File: config.mk
export PLATFORM = sky130hd
export DESIGN_NAME = spi_byte_master
export DESIGN_NICKNAME = d
export VERILOG_FILES = /design/src/rtl/spi_byte_master.sv
export SDC_FILE = /design/constraint.sdc
export NUM_CORES = 1
export LEC_CHECK = 0
export BUFFER_PORTS_ARGS = -buffer_cell sky130_fd_sc_hd__buf_2
export CAP_MARGIN = 30
export CORE_UTILIZATION = 46
export DETAILED_ROUTE_END_ITERATION = 8
export GPL_TIMING_DRIVEN = 0
export PLACE_DENSITY_LB_ADDON = 0.15
export SLEW_MARGIN = 10
export SYNTH_ARGS = -nofsm -noshare
export SYNTH_HDL_FRONTEND = slang
export SYNTH_SLANG_ARGS = --single-unit
File: constraint.sdc
create_clock -name clk -period 1.7 [get_ports clk]
set_input_delay 0.085 -clock clk [delete_from_list [all_inputs] [get_ports clk]]
set_output_delay 0.085 -clock clk [all_outputs]
set_load 0.05 [all_outputs]
File: src/rtl/spi_byte_master.sv
module spi_byte_master #(
  parameter int ADDR_W = 4,
  parameter int DIV_W  = 5
) (
  input  logic              clk,
  input  logic              rst_n,
  input  logic              bus_wr,
  input  logic [ADDR_W-1:0] bus_addr,
  input  logic [31:0]       bus_wdata,
  output logic [31:0]       bus_rdata,
  output logic              sck,
  output logic              mosi,
  input  logic              miso,
  output logic [2:0]        cs_line
);
  localparam int DIV_LSB = 27;
  localparam int PAD_W   = 32 - DIV_W;

  logic             busy, sck_q, loop_q;
  logic [2:0]       cs_q, bitn;
  logic [DIV_W-1:0] div_q, cnt;
  logic [7:0]       txsh, rxsh, data_q;

  wire sel_data = bus_addr[2];
  wire wr_ctrl  = bus_wr && !sel_data;
  wire wr_data  = bus_wr &&  sel_data;
  wire in_bit   = loop_q ? mosi : miso;
  wire tick     = (cnt == div_q);

  assign sck     = sck_q;
  assign mosi    = busy & txsh[7];
  assign cs_line = cs_q;

  wire [31:0] ctrl_word = ({{PAD_W{1'b0}}, div_q} << DIV_LSB)
                        | {27'd0, cs_q[2], loop_q, cs_q[1], busy, cs_q[0]};
  assign bus_rdata = sel_data ? {24'd0, data_q} : ctrl_word;

  always_ff @(posedge clk or negedge rst_n) begin
    if (!rst_n) begin
      cs_q   <= 3'b111;
      loop_q <= 1'b0;
      div_q  <= '0;
      busy   <= 1'b0;
      sck_q  <= 1'b0;
      cnt    <= '0;
      bitn   <= '0;
      txsh   <= '0;
      rxsh   <= '0;
      data_q <= '0;
    end else begin
      if (wr_ctrl && !busy) begin
        cs_q   <= {bus_wdata[4], bus_wdata[2], bus_wdata[0]};
        loop_q <= bus_wdata[3];
        div_q  <= bus_wdata[DIV_LSB +: DIV_W];
        if (bus_wdata[1]) begin
          busy  <= 1'b1;
          txsh  <= data_q;
          cnt   <= '0;
          bitn  <= '0;
          sck_q <= 1'b0;
        end
      end else if (wr_data && !busy) begin
        data_q <= bus_wdata[7:0];
      end
      if (busy) begin
        if (tick) begin
          cnt <= '0;
          if (!sck_q) begin
            sck_q <= 1'b1;
            rxsh  <= {rxsh[6:0], in_bit};
          end else begin
            sck_q <= 1'b0;
            txsh  <= {txsh[6:0], 1'b0};
            if (bitn == 3'd7) begin
              busy   <= 1'b0;
              data_q <= rxsh;
            end else begin
              bitn <= bitn + 3'd1;
            end
          end
        end else begin
          cnt <= cnt + 1'b1;
        end
      end
    end
  end

  assert_reset_state_R1: assert property (@(posedge clk)
    !rst_n |=> (cs_line == 3'b111 && !busy && !sck && !mosi));

  assert_start_R2: assert property (@(posedge clk) disable iff (!rst_n)
    (wr_ctrl && bus_wdata[1] && !busy) |=> busy);

  assert_no_start_R3: assert property (@(posedge clk) disable iff (!rst_n)
    (wr_ctrl && !bus_wdata[1] && !busy) |=> !busy);

  assert_idle_lines_R5: assert property (@(posedge clk) disable iff (!rst_n)
    !busy |-> (!sck && !mosi));

  assert_locked_cs_R8: assert property (@(posedge clk) disable iff (!rst_n)
    (busy && wr_ctrl) |=> $stable(cs_line));
endmodule

# Word-level counts from Yosys, hierarchy flattened
# Cells that the tools add are included.
[totals]
output_inout_bits = 37
reg_bits = 43
elab_cells = 61
[classes]
bitwise = 3
n_eq_ne = 2
n_addsub = 2
n_mux = 34
n_reduce_logical = 10
[ops]
columns = ["op", "count"]
rows = [
  ["$mux W8", 11],
  ["$mux W32", 1],
  ["$or A32 B5 Y32", 1],
  ["$mux W5", 4],
  ["$mux W3", 6],
  ["$mux W1", 12],
  ["$add A5 B1 Y5 const B", 1],
  ["$eq A5 B5 Y1", 1],
  ["$logic_and A1 B1 Y1", 4],
  ["$reduce_bool A2 Y1", 2],
  ["$add A3 B1 Y3 const B", 1],
  ["$eq A3 B3 Y1 const B", 1],
  ["$reduce_and A3 Y1", 1],
  ["$logic_not A1 Y1", 2],
  ["$reduce_and A2 Y1", 1],
  ["$and A1 B1 Y1", 1],
  ["$not A1 Y1", 1],
]

# Longest topological paths before layout
[depth]
word_depth = 8
mapped_depth = 6
depth_no_buf = 6

# Worst setup path after synthesis
# Ideal clock, no wire load.
[synth_timing]
kind = "register -> register"
startpoint = "register sck_q (netlist: sck)"
endpoint = "register bitn[1]"
synth_period_minus_slack_ns = 1.801
setup_ns = 0.125
setup_slack_ns = -0.101
t_required_ns = 1.575
arrival_time_ns = 1.676
path_stages_with_launch = 4
path_buffers = 0
cell_sequence = "dfrtp_1 > nand2_1 > or4_4 > mux2_4"
[synth_via]
elab_chain_len = 3
[synth_rtl]
columns = ["item", "line_no", "source"]
rows = [
  ["start: declaration", "19", "logic busy, sck_q, loop_q;"],
  ["start signal: assignment", "44", "sck_q <= 1'b0;"],
  ["start signal: assignment", "60", "sck_q <= 1'b0;"],
  ["start signal: assignment", "69", "sck_q <= 1'b1;"],
  ["$mux W3", "68", "if (!sck_q) begin"],
  ["$mux W3", "66", "if (tick) begin"],
  ["$mux W3", "65", "if (busy) begin"],
  ["end signal: assignment", "78", "bitn <= bitn + 3'd1;"],
  ["end: declaration", "20", "logic [2:0] cs_q, bitn;"],
]
# No other way between the ends.
# A chain may end at the register's enable or synchronous reset.

# Final worst setup path
[layout_timing]
startpoint = "register div_q[0]"
endpoint = "register rxsh[4]"
[layout_via]
elab_chain_len = 2
[layout_rtl]
columns = ["item", "line_no", "source"]
rows = [
  ["start: declaration", "21", "logic [DIV_W-1:0] div_q, cnt;"],
  ["start signal: assignment", "54", "div_q <= bus_wdata[DIV_LSB +: DIV_W];"],
  ["$eq A5 B5 Y1", "28", "wire tick = (cnt == div_q);"],
  ["$reduce_and A3 Y1 (no line)", "-", ""],
  ["end signal: assignment", "70", "rxsh <= {rxsh[6:0], in_bit};"],
  ["end: declaration", "22", "logic [7:0] txsh, rxsh, data_q;"],
]
# No other way between the ends.

==> flow_summary.yaml <==
synthesis:
  ys_types: 35
  synth-edff-count: 0
  synth_top_family_by_area: "multiplexers"
  synth_fa_ha_area_share_pct: 1.589
  ys_ff_latch: 43
  yosys-mux-area-fraction_pct: 26.69
  synth-simple-area-share_pct: 12.08
  syn_avg_cell_area_um2: 12.30
  synth_flop_cell: "dfrtp_1"
  synthXorXnorAreaFrac_pct: 2.595
  async_reset_ff_share_pct: 100.0
  synth_largest_area_cell: "dfrtp_1"
  yosys_warnings: 0
  synth_compound_area_share_pct: 2.807
  synth_area_leaders: "dfrtp_1, mux2_2, buf_4"
  synth_area_um2: 2362
  synthCells: 192
  synth_top_area_share_pct: 42.37
  ys_seq_area_share_pct: 45.71
global_route:
  grt_util_all_layers_pct: 17.88
  grt_overflow: 0
  antenna_found_initial: 0
  grt_max_degree: 29
  grt_first_pass_wirelength_um: 7038
  grt_pass1_vias: 1441
finish:
  mostFrequentLayoutCells: "buf_2, dfrtp_1, buf_4"
  fillers: 380
  diodes: 0
  fin_nets: 311
  drive_above_1_share_pct: 58.74
  final_common_cell: "buf_2"
  area_growth_pct: 33.05
job:
  cap_violations: 0
sta:
  fin_ws_ns: -0.1329
  finalCritPeriodShare_pct: 107.8
  final-max-slew-violation-count: 0
  grt_setup_unrepaired: "true"
  setup_viol: 17
  max_freq_mhz: 545.6
  min_period_ns: 1.833
  finClkSkew_ns: 0.006556
  hold_violations: 0
clocking:
  cts-htree-levels: 2
  cts_buffer_depth: 2
  clk_pin_slew_ns: 0.08
  clk_latency_ns: 0.30
  cts_root_buffer: "clkbuf_8"
  cts_tree: "yes"
  clkSinkCount: 43
  cts_inserted_buffers: 5
floorplan:
  die_y_um: 73.66
  start_util_pct: 49.04
  die_area_um2: 5426
  die_x_um: 73.66
  rows: 25
  core_area_um2: 4817
  top_level_ports: 77
min_path:
  hp-class: "input pin to flip-flop"
routing:
  drt-initial-drc-count: 68
  drt_wl_total_um: 4868
  avgViaCountPerCell: 4.848
  wl_per_cell_um: 14.49
  drtPass1Iterations: 4
  drc: 0
  vias: 1629
  ant_nets: 0
setup_path:
  startpoint_type: "flip-flop"
  crit_type: "flip-flop to flip-flop"
  path_max_fanout: 5
  worstPathRequired_ns: 1.88
  cp-end-kind: "flip-flop"
  arrival_ns: 2.02
pwr:
  p_leak_nw: 1.589
  p_clk_share_pct: 18.9
  internal_power_mw: 2.167
  swShare_pct: 35.38
  seq_power_share_pct: 42.4
  p_total_mw: 3.353
  ir_drop_mv: 0.5282
  powerDensity_nw_per_um2: 1067
  pwr-share-comb_pct: 38.6
  power.switching_mw: 1.186
placed_design:
  io_buffers: 34
  place.gp.congestion: 0.7970
  hpwl_um: 3164
  dpl_worst_slack_ns: -0.3254
outcome:
  status: "finished, violations left"
  violations: "setup timing"
==> layer usage <==
metal,share of wire [%],vias to the layer above,GRT usage [%],routed length (um)
met5,0,-,0,0
met2,48,46,28.44,2328
met4,1.5,0,6.838,74
met1,46,791,23.10,2255
li1,-,785,-,-
met3,4.3,7,5.075,210
==> kinds of logic after synthesis <==
family	count (synthesis)
fa+ha+maj	3
compound gates	12
simple gates	43
flops	43
buf+inv	30
other cells	1
xor+xnor	4
mux	56
==> layout make-up <==
type | count | area, um2 | share of cell area (%)
multi-input cells | 137 | 1321 | 42.04
flip-flops and latches | 43 | 1087 | 34.59
repair buffers | 51 | 362.8 | 11.54
plain buffers | 27 | 195.2 | 6.210
well taps | 67 | 83.83 | 2.667
clock buffers | 7 | 76.32 | 2.428
inverters | 3 | 11.26 | 0.3583
clock inverters | 1 | 5.005 | 0.1592
==> sequential cells by signal, summed over array words and instances, names as in the netlist <==
name and flops:
sck 1, cnt 5, bitn 3, loop_q 1, cs_line 3, txsh 8, div_q 5, data_q 8
rxsh 8, busy 1
==> power groups by stage <==
stage / combinational, mW / sequential, mW / clock (mW)
final: 1.30 / 1.42 / 0.634
after global routing: 1.40 / 1.45 / 0.688
after CTS: 1.07 / 1.40 / 0.654
after detailed placement: 0.902 / 1.42 / 0
after global placement: 0.884 / 1.41 / 0
after floorplan: 0.721 / 1.40 / 0
==> worst paths after layout <==
kind                       depth (start not counted)  slack [ns]     startpoint    endpoint
hold reg to reg                                    1        0.51        txsh[0]     txsh[1]
min in group asynchronous                          2        0.24          rst_n    div_q[0]
max in group asynchronous                          3        0.91          rst_n  cs_line[2]
setup / recovery                                   6       -0.13       div_q[0]     rxsh[4]
hold / removal                                     2        0.01  bus_wdata[28]    div_q[1]
setup reg to reg                                   6       -0.13       div_q[0]     rxsh[4]
==> synthesized netlist by cell type, drive strengths merged (3+ instances only) <==
master / instances
mux2: 50
o21ai: 8
ha: 3
xnor2: 3
nor2b: 7
nand2: 7
buf: 24
clkbuf: 3
nand2b: 4
dfrtp: 40
dfstp: 3
inv: 3
mux2i: 6
and2: 5
nand3: 6
nor3: 4
==> through the flow <==
stage               TNS [ns]  util [%]  hold WS [ns]  cell area, um2  instances
floorplan            -0.4507         -       -0.2106            2437        210
global placement      -6.635     55.87        0.2953            2691        311
detailed placement    -6.539     56.29       0.02521            2711        312
CTS                  -0.7836     61.77      0.009455            2975        328
global route          -3.236     65.25      0.007680            3143        336
finish                -1.381     65.25       0.01448            3143        336
==> critical path, cell delays in order, from the launching register on <==
cell	delay, ns
dfrtp_1	0.42
xnor2_2	0.24
nand3_4	0.14
nor4_4	0.29
buf_4	0.19
clkbuf_16	0.15
mux2_4	0.29
==> timing repair <==
action                                  in CTS  in global routing
endpoints found under the setup margin      35                 31
endpoints found under the hold margin       13                  0
gates cloned                                 0                  1
pin swaps                                    5                  9
hold buffers                                 1                  0
resized for setup                           27                 19
buffers inserted                             7                  7
No activity file was read; power rests on OpenSTA's default activity.
